--- config.mk ---
export PLATFORM = sky130hd
export DESIGN_NAME = reg_renamer
export DESIGN_NICKNAME = d
export VERILOG_FILES = /design/src/rtl/renamer_pkg.sv /design/src/rtl/rename_map.sv /design/src/rtl/free_pool.sv /design/src/rtl/reg_renamer.sv
export SDC_FILE = /design/constraint.sdc
export NUM_CORES = 1
export LEC_CHECK = 0
export ABC_AREA = 0
export CAP_MARGIN = 20
export CORE_UTILIZATION = 50
export CTS_BUF_LIST = sky130_fd_sc_hd__clkbuf_4
export DETAILED_ROUTE_END_ITERATION = 16
export DONT_BUFFER_PORTS = 1
export PLACE_DENSITY = 0.67
export SYNTH_ARGS = -nofsm -noshare
export SYNTH_HDL_FRONTEND = slang
export SYNTH_SLANG_ARGS = --single-unit
--- constraint.sdc ---
create_clock -name clk -period 3.3 [get_ports clk]
set_input_delay 0.165 -clock clk [delete_from_list [all_inputs] [get_ports clk]]
set_output_delay 0.165 -clock clk [all_outputs]
set_load 0.1 [all_outputs]
--- src/rtl/renamer_pkg.sv ---
package renamer_pkg;
  localparam int LANES = 2;

  function automatic int clog2_min1(input int n);
    int r;
    r = $clog2(n);
    return (r < 1) ? 1 : r;
  endfunction
endpackage

--- src/rtl/rename_map.sv ---
module rename_map #(
  parameter int NUM_ARCH = 8,
  parameter int NUM_PHYS = 16,
  parameter int NRD      = 6,
  localparam int AW = renamer_pkg::clog2_min1(NUM_ARCH),
  localparam int PW = renamer_pkg::clog2_min1(NUM_PHYS)
) (
  input  logic                clk,
  input  logic                rst,
  input  logic [NRD*AW-1:0]   rd_idx,
  output logic [NRD*PW-1:0]   rd_val,
  input  logic [1:0]          wr_en,
  input  logic [2*AW-1:0]     wr_idx,
  input  logic [2*PW-1:0]     wr_val
);
  logic [PW-1:0] tbl [NUM_ARCH];

  for (genvar g = 0; g < NRD; g++) begin : g_rd
    assign rd_val[g*PW +: PW] = tbl[rd_idx[g*AW +: AW]];
  end

  always_ff @(posedge clk) begin
    if (rst) begin
      for (int i = 0; i < NUM_ARCH; i++) tbl[i] <= PW'(i);
    end else begin
      if (wr_en[0]) tbl[wr_idx[0 +: AW]] <= wr_val[0 +: PW];
      if (wr_en[1]) tbl[wr_idx[AW +: AW]] <= wr_val[PW +: PW];
    end
  end

  // both writes to one entry leave lane 1's value
  p_lane1_wins_r7: assert property (@(posedge clk) disable iff (rst)
    (wr_en == 2'b11 && wr_idx[0 +: AW] == wr_idx[AW +: AW])
    |=> tbl[$past(wr_idx[AW +: AW])] == $past(wr_val[PW +: PW]));
endmodule

--- src/rtl/free_pool.sv ---
module free_pool #(
  parameter int NUM_ARCH = 8,
  parameter int NUM_PHYS = 16,
  localparam int PW    = renamer_pkg::clog2_min1(NUM_PHYS),
  localparam int NFREE = NUM_PHYS - NUM_ARCH
) (
  input  logic            clk,
  input  logic            rst,
  input  logic [1:0]      pop_n,
  input  logic [1:0]      push_en,
  input  logic [2*PW-1:0] push_reg,
  output logic [PW-1:0]   head0,
  output logic [PW-1:0]   head1,
  output logic [PW:0]     count
);
  logic [PW-1:0] slot [NUM_PHYS];
  logic [PW-1:0] hd, tl;
  logic [PW-1:0] tl1;
  logic [1:0]    push_n;

  assign push_n = {1'b0, push_en[0]} + {1'b0, push_en[1]};
  assign tl1    = tl + PW'(push_en[0]);
  assign head0  = slot[hd];
  assign head1  = slot[hd + PW'(1)];

  always_ff @(posedge clk) begin
    if (rst) begin
      for (int i = 0; i < NUM_PHYS; i++)
        slot[i] <= (i < NFREE) ? PW'(i + NUM_ARCH) : '0;
    end else begin
      if (push_en[0]) slot[tl]  <= push_reg[0 +: PW];
      if (push_en[1]) slot[tl1] <= push_reg[PW +: PW];
    end
  end

  always_ff @(posedge clk) begin
    if (rst) begin
      hd    <= '0;
      tl    <= PW'(NFREE);
      count <= (PW+1)'(NFREE);
    end else begin
      hd    <= hd + PW'(pop_n);
      tl    <= tl + PW'(push_n);
      count <= count + (PW+1)'(push_n) - (PW+1)'(pop_n);
    end
  end

  // never hand out more registers than are held
  p_no_underflow_r9: assert property (@(posedge clk) disable iff (rst)
    (PW+1)'(pop_n) <= count);
  // returns never push the pool past its capacity
  p_no_overflow_r10: assert property (@(posedge clk) disable iff (rst)
    (int'(count) + int'(push_n) - int'(pop_n)) <= NUM_PHYS);
endmodule

--- src/rtl/reg_renamer.sv ---
module reg_renamer #(
  parameter int NUM_ARCH = 8,
  parameter int NUM_PHYS = 16,
  localparam int AW = renamer_pkg::clog2_min1(NUM_ARCH),
  localparam int PW = renamer_pkg::clog2_min1(NUM_PHYS)
) (
  input  logic            clk,
  input  logic            rst,
  input  logic [1:0]      in_valid,
  input  logic [2*AW-1:0] in_src1,
  input  logic [2*AW-1:0] in_src2,
  input  logic [2*AW-1:0] in_dst,
  input  logic [1:0]      in_wr,
  output logic            grp_ready,
  output logic [1:0]      out_valid,
  output logic [1:0]      out_has_dst,
  output logic [2*PW-1:0] out_psrc1,
  output logic [2*PW-1:0] out_psrc2,
  output logic [2*PW-1:0] out_pdst,
  output logic [2*PW-1:0] out_pold,
  input  logic [1:0]      ret_valid,
  input  logic [2*PW-1:0] ret_preg
);
  localparam int NRD = 3 * renamer_pkg::LANES;

  logic [1:0]        need;
  logic [1:0]        need_n;
  logic [1:0]        pop_n;
  logic [1:0]        map_we;
  logic [PW:0]       pool_cnt;
  logic [PW-1:0]     head0, head1;
  logic [PW-1:0]     new0, new1;
  logic [NRD*AW-1:0] rd_idx;
  logic [NRD*PW-1:0] rd_val;
  logic [PW-1:0]     s1_0, s2_0, od_0, s1_1, s2_1, od_1;
  logic [PW-1:0]     s1_1b, s2_1b, od_1b;

  assign need      = in_valid & in_wr;
  assign need_n    = {1'b0, need[0]} + {1'b0, need[1]};
  assign grp_ready = pool_cnt >= (PW+1)'(need_n);
  assign pop_n     = grp_ready ? need_n : 2'd0;
  assign map_we    = grp_ready ? need : 2'b00;
  assign new0      = head0;
  assign new1      = need[0] ? head1 : head0;

  assign rd_idx = {in_dst[AW +: AW], in_src2[AW +: AW], in_src1[AW +: AW],
                   in_dst[0 +: AW],  in_src2[0 +: AW],  in_src1[0 +: AW]};
  assign {od_1, s2_1, s1_1, od_0, s2_0, s1_0} = rd_val;

  // intra-group forwarding from lane 0's new destination
  assign s1_1b = (need[0] && in_src1[AW +: AW] == in_dst[0 +: AW]) ? new0 : s1_1;
  assign s2_1b = (need[0] && in_src2[AW +: AW] == in_dst[0 +: AW]) ? new0 : s2_1;
  assign od_1b = (need[0] && in_dst[AW +: AW]  == in_dst[0 +: AW]) ? new0 : od_1;

  rename_map #(.NUM_ARCH(NUM_ARCH), .NUM_PHYS(NUM_PHYS), .NRD(NRD)) i_map (
    .clk    (clk),
    .rst    (rst),
    .rd_idx (rd_idx),
    .rd_val (rd_val),
    .wr_en  (map_we),
    .wr_idx (in_dst),
    .wr_val ({new1, new0})
  );

  free_pool #(.NUM_ARCH(NUM_ARCH), .NUM_PHYS(NUM_PHYS)) i_pool (
    .clk      (clk),
    .rst      (rst),
    .pop_n    (pop_n),
    .push_en  (ret_valid),
    .push_reg (ret_preg),
    .head0    (head0),
    .head1    (head1),
    .count    (pool_cnt)
  );

  always_ff @(posedge clk) begin
    if (rst) begin
      out_valid   <= '0;
      out_has_dst <= '0;
      out_psrc1   <= '0;
      out_psrc2   <= '0;
      out_pdst    <= '0;
      out_pold    <= '0;
    end else begin
      out_valid   <= grp_ready ? in_valid : 2'b00;
      out_has_dst <= grp_ready ? need : 2'b00;
      out_psrc1   <= {s1_1b, s1_0};
      out_psrc2   <= {s2_1b, s2_0};
      out_pdst    <= {new1, new0};
      out_pold    <= {od_1b, od_0};
    end
  end

  // a held group produces no output next cycle
  p_stall_r9: assert property (@(posedge clk) disable iff (rst)
    (!grp_ready) |=> (out_valid == 2'b00));
  // two allocations in one group are distinct registers
  p_distinct_r2: assert property (@(posedge clk) disable iff (rst)
    (out_has_dst == 2'b11) |-> (out_pdst[0 +: PW] != out_pdst[PW +: PW]));
  // lane 1 source forwarded from lane 0's allocation
  p_bypass_r6: assert property (@(posedge clk) disable iff (rst)
    (grp_ready && need[0] && in_valid[1] && in_src1[AW +: AW] == in_dst[0 +: AW])
    |=> (out_psrc1[PW +: PW] == out_pdst[0 +: PW]));
  // lane 1 old mapping is lane 0's new register on a shared destination
  p_same_dst_r7: assert property (@(posedge clk) disable iff (rst)
    (grp_ready && need == 2'b11 && in_dst[0 +: AW] == in_dst[AW +: AW])
    |=> (out_pold[PW +: PW] == out_pdst[0 +: PW]));
endmodule

==> qor.yml, run 1 <==
synth_top_family_by_area: "multiplexers"
tns_ns: 0
cts_root_buffer: "clkbuf_4"
synthDistinctLibCells: 66
crit_path_cell_trace: "a21oi_1, a211oi_1, a21oi_1, o21ai_0, dlygate4sd3_1, nor2_1, dlygate4sd3_1, a211oi_1, dlygate4sd3_1"
die_h_um: 140
yosys_warnings: 0
period_share: 0.922
grt_max_degree: 58
synth-simple-area-share: 0.159
drtIter0Drc: 630
synth_fa_ha_area_frac: 0.0322
cpPeakStageDelay_ns: 0.59
overflow: 0
slew-limit-headroom: 0.313
layout_common_cells: "111 x nor2_1, 96 x nand2_1, 96 x edfxtp_1"
slew_viol_final: 0
rsz0062_at_grt: "no"
synth-xor-area-share: 0.0174
hold_path_class: "primary input to flip-flop"
syn_area_mm2: 0.00949
clock_latency_ns: 0.57
synthCells: 917
place_hpwl_mm: 18.7
htreeDepth: 4
antenna_found_initial: 1
nets: 1005
end_kind: "flip-flop"
highest_layer: "met4"
synth-seq-area-share: 0.407
gp_congestion: 0.982
coreArea_mm2: 0.0186
synth_nets: 973
worst-setup-path-type: "flip-flop to flip-flop"
port_buffers: 0
cp_data_arrival_time_ns: 3.57
avgSynthCellArea_um2: 10.3
critPathLaunchType: "flip-flop"
synth_compound_area_frac: 0.131
drt-wirelength-per-cell_um: 22.5
io_pins: 71
r2r_slack_ns: 0.26
peakVddDrop_v: 0.000214
ctsResizeCount: 0
setup_viol: 0
vias: 7700
clockBufferDepth: 2
routed_wl_mm: 26.9
rows: 50
power_density_mw_per_mm2: 508
syn_to_final_growth_pct: 10.8
grtUsageTotal: 0.287
power.leakage_nw: 3.69
routed-wl-met3_mm: 1.92
nFillCells: 1638
cp-startpoint: "i_map.tbl[1][2]$_DFFE_PP_"
setup_ws_ns: 0.256
worst_pin_slew_ns: 1.02
dieArea_mm2: 0.0195
clock-sinks: 145
fp.dieW_um: 140
finalHoldViolCount: 0
drive_gt1_frac: 0.144
async_reset_ff_frac: 0
synth_mux_area_frac: 0.207
r2r-start: "i_map.tbl[1][2]$_DFFE_PP_"
worstHoldStart: "in_src1[4]"
drv_cap: 0
synth_edf_count: 96
max_freq_mhz: 329
wl_met2_mm: 13.5
cts_tree: "done"
final_common_cell: "nor2_1"
ys_ff_latch: 145
cp_max_fo: 6
grt_pass1_vias: 7605
outcome: "complete, no violations"
drc: 0
dr.pass1.iters: 7
cts-buffers-inserted: 17
yosys_most_used_dff: "edfxtp_1"
preCtsSetupSlack_ns: 0.249
crit_top_cell: "dlygate4sd3_1"
cts.clk_slew.worst_paths_ns: 0.14
skew_ns: 0.0281
slowest_stage: "dlygate4sd3_1"
grt_pass1_wl_mm: 42.4
period_needed_ns: 3.04
crit_required_ns: 3.83
vias_per_cell: 6.43
wl_met1_mm: 10.4
start_util: 0.509
antenna_left: 0
registers in the layout (all words and copies together), names as in the netlist:
register,cells
out_valid,2
i_pool.tl,4
out_psrc1,8
out_has_dst,2
i_map.tbl,32
out_pold,8
i_pool.slot,64
i_pool.hd,4
i_pool.count,5
out_pdst,8
out_psrc2,8
where the power goes:
group	switching (W)	internal (W)	leakage [nW]
registers	0.000455	0.00208	1.29
logic	0.000846	0.000709	2.24
clock network	0.000713	0.000534	0.156
cells in the mapped netlist, types with 7 or more instances:
library cell | instances | share of area
a211oi_1 | 19 | 0.015
a21oi_1 | 33 | 0.017
a221oi_1 | 8 | 0.0074
a31o_2 | 8 | 0.0074
a31oi_1 | 12 | 0.0079
and2_1 | 7 | 0.0046
and3_1 | 8 | 0.0053
buf_2 | 9 | 0.0047
clkbuf_1 | 38 | 0.015
dfxtp_1 | 49 | 0.10
edfxtp_1 | 96 | 0.30
ha_1 | 18 | 0.024
inv_1 | 29 | 0.011
mux2i_1 | 44 | 0.046
mux4_2 | 58 | 0.14
nand2_1 | 97 | 0.038
nand2b_1 | 7 | 0.0046
nand3_1 | 36 | 0.019
nor2_1 | 112 | 0.044
nor2b_1 | 23 | 0.015
nor3_1 | 10 | 0.0053
o21ai_0 | 64 | 0.034
o22ai_1 | 12 | 0.0079
or3_1 | 8 | 0.0053
xor2_1 | 11 | 0.010
layout make-up:
type / instances / area [um^2] / share of cell area
antenna: 1 / 2.50 / 0.000238
clock buffer: 17 / 128 / 0.0121
clock inverter: 15 / 184 / 0.0175
inverter: 32 / 133 / 0.0126
multi-input combinational: 677 / 5200 / 0.494
sequential: 145 / 3860 / 0.368
tap: 234 / 293 / 0.0279
timing repair buffer: 76 / 708 / 0.0674
timing repair:
action,CTS,global route
hold buffers,50,0
endpoints found under the setup margin,0,1
buffers inserted,0,3
hold endpoints to repair,163,0
path summary, 6_finish.rpt:
path	end	cells past startpoint
max reg2reg	out_pold[6]$_SDFF_PP0_	9
min	out_psrc1[6]$_SDFF_PP0_	3
max	out_pold[6]$_SDFF_PP0_	9
min reg2reg	i_pool.hd[3]$_SDFF_PP0_	2
worst max-delay path: cells and delay by family, from the launching register on:
kind            cells  cell delay [ns]
flops               1             0.53
compound gates      5             0.70
simple gates        1             0.04
buf+inv             3             1.75
stage by stage:
stage | area, um^2 | total power (W) | util | hold WS [ns] | instances
after global placement | 9640 | 0.00398 | 0.517 | 0.241 | 1109
final | 10500 | 0.00534 | 0.564 | 0.0341 | 1197
after floorplan | 9510 | 0.00374 | - | 0.318 | 917
after global routing | 10500 | 0.00559 | 0.564 | 0.0280 | 1197
after CTS | 10500 | 0.00535 | 0.562 | 0.00263 | 1192
after detailed placement | 9650 | 0.00401 | 0.518 | 0.247 | 1110
metal layers:
| metal | up-vias | global-route usage |
|---|---|---|
| li1 | 3516 | - |
| met1 | 3689 | 0.341 |
| met2 | 408 | 0.499 |
| met3 | 87 | 0.0509 |
| met4 | 0 | 0.149 |
| met5 | - | 0 |
logic make-up (layout without fill, tap and decap cells):
group,after synthesis,in the layout
AO/OA/AOI/OAI,194,194
XOR/XNOR,18,18
adder cells (fa/ha/maj),22,22
buffers and inverters,95,140
flip-flops,145,145
multiplexers,113,113
other,0,1
AND/OR/NAND/NOR,330,330
Note: power is estimated with default switching activity, not from simulation.
==> run 2, diff against run 1 <==
PLACE_DENSITY = 0.73   (was 0.67)
==> run 2 against run 1 <==
Compared with the run above: the run now ends with hold timing left; hold slack lost 0.048 ns; critical endpoint is now i_pool.slot[14][1]$_DFFE_PP_; critical path depth shrank 3; via count is essentially flat; clock skew shrank 0.00096 ns; final cell count shrank 1.0%; register-to-register slack lost 0.05 ns; flip-flop and latch count is the same; wire length is essentially flat; critical path type unchanged.
==> qor.yml, run 2 (same netlist as run 1, synthesis figures left out) <==
max_freq_mhz: 324
die_h_um: 140
clock_latency_ns: 0.57
end_kind: "flip-flop"
crit_top_cell: "ha_1"
cp_max_fo: 9
crit_path_cell_trace: "ha_1, ha_1, nor3b_1, nor2b_1, o21ai_0, dlygate4sd3_1"
crit_buf_inv: 1
regMostFlops: "i_pool.slot"
antenna_left: 0
violations: "hold timing"
gp_congestion: 0.934
slew_viol_final: 0
io_pins: 71
worst_pin_slew_ns: 0.984
drt-wirelength-per-cell_um: 22.7
use_met2: 0.479
setup_viol: 0
cts_tree: "done"
reg.largest.list: "i_pool.slot x64, i_map.tbl x32"
htreeDepth: 4
final_common_cell: "nor2_1"
crit_required_ns: 3.64
use_met3: 0.0633
hold_path_class: "primary input to flip-flop"
cts-buffers-inserted: 17
rows: 50
finalHoldViolCount: 1
critPathLaunchType: "flip-flop"
power_density_mw_per_mm2: 512
period_share: 0.936
whs_ns: -0.0135
nets: 993
worst-setup-path-type: "flip-flop to flip-flop"
grt_max_degree: 59
cts.clk_slew.worst_paths_ns: 0.14
start_util: 0.509
port_buffers: 0
rsz0062_at_grt: "no"
cpPeakStageDelay_ns: 0.61
drv_cap: 0
syn_to_final_growth_pct: 9.64
outcome: "complete, but fails checks"
routed_wl_mm: 26.9
peakVddDrop_v: 0.000243
final_cells: 1185
slowest_stage: "nor3b_1"
clockBufferDepth: 2
coreArea_mm2: 0.0186
dieArea_mm2: 0.0195
drtIter0Drc: 727
overflow: 0
slew-limit-headroom: 0.343
tns_ns: 0
vias_per_cell: 6.50
grt_pass1_vias: 7504
skew_ns: 0.0272
largest_register_ffs: 64
dr.pass1.iters: 7
grt_most_used_layer: "met2"
drive_gt1_frac: 0.141
fp.dieW_um: 140
drc: 0
clock-sinks: 145
grtUsageTotal: 0.283
period_needed_ns: 3.09
grt_util_met1: 0.334
layout_common_cells: "111 x nor2_1, 96 x nand2_1, 96 x edfxtp_1"
dp_cells: 1105
cp_top_family: "simple AND/OR/NAND/NOR gates"
antenna_found_initial: 1
grt_pass1_wl_mm: 41.7
vias: 7701
cp_data_arrival_time_ns: 3.43
power.leakage_nw: 3.64
cts_root_buffer: "clkbuf_4"
place_hpwl_mm: 18.3
run 2: final cells by class:
class                      instances  area [um^2]
antenna                            1         2.50
clock buffer                      18          135
clock inverter                    14          175
fill                            1569         8240
inverter                          32          133
multi-input combinational        677         5200
sequential                       145         3860
tap                              234          293
timing repair buffer              64          601
run 2: report_power, final:
group	leakage [nW]	internal (W)	switching (W)
clock network	0.168	0.000546	0.000706
registers	1.29	0.00208	0.000463
logic	2.18	0.000687	0.000837
run 2: worst paths after layout:
check | end | start | cells after the start | slack [ns]
worst max register to register | i_pool.slot[14][1]$_DFFE_PP_ | i_pool.tl[0]$_SDFF_PP0_ | 6 | 0.21
worst min register to register | i_pool.hd[3]$_SDFF_PP0_ | i_pool.hd[3]$_SDFF_PP0_ | 2 | 0.63
worst max-delay path | i_pool.slot[14][1]$_DFFE_PP_ | i_pool.tl[0]$_SDFF_PP0_ | 6 | 0.21
worst min-delay path | out_pold[7]$_SDFF_PP0_ | in_dst[2] | 4 | -0.01
run 2: tightest hold or removal path, delay by kind of cell:
family | cells | cell delay [ns]
AO/OA/AOI/OAI | 1 | 0.14
XOR/XNOR | 1 | 0.11
AND/OR/NAND/NOR | 2 | 0.11
run 2: repair_timing:
action / in CTS / in global routing
gates resized for setup: 0 / 0
endpoints found under the hold margin: 166 / 2
hold buffers: 42 / 2
setup buffers: 0 / 0
run 2: metal layers:
metal	vias to the layer above	routed length (um)
met3	88	2470
met4	0	1200
met2	501	13400
met5	-	0
met1	3625	9840
li1	3487	-
run 2: metrics by stage:
stage | power, W | setup slack (ns) | area, um^2 | utilization | hold slack [ns]
detailed placement | 0.00398 | 0.209 | 9610 | 0.516 | 0.250
global route | 0.00555 | 0.0112 | 10400 | 0.558 | 0.00721
CTS | 0.00531 | 0.232 | 10400 | 0.556 | 0.00138
finish | 0.00532 | 0.211 | 10400 | 0.558 | -0.0135
floorplan | 0.00374 | 0.00199 | 9510 | - | 0.318
global placement | 0.00394 | 0.305 | 9610 | 0.516 | 0.249
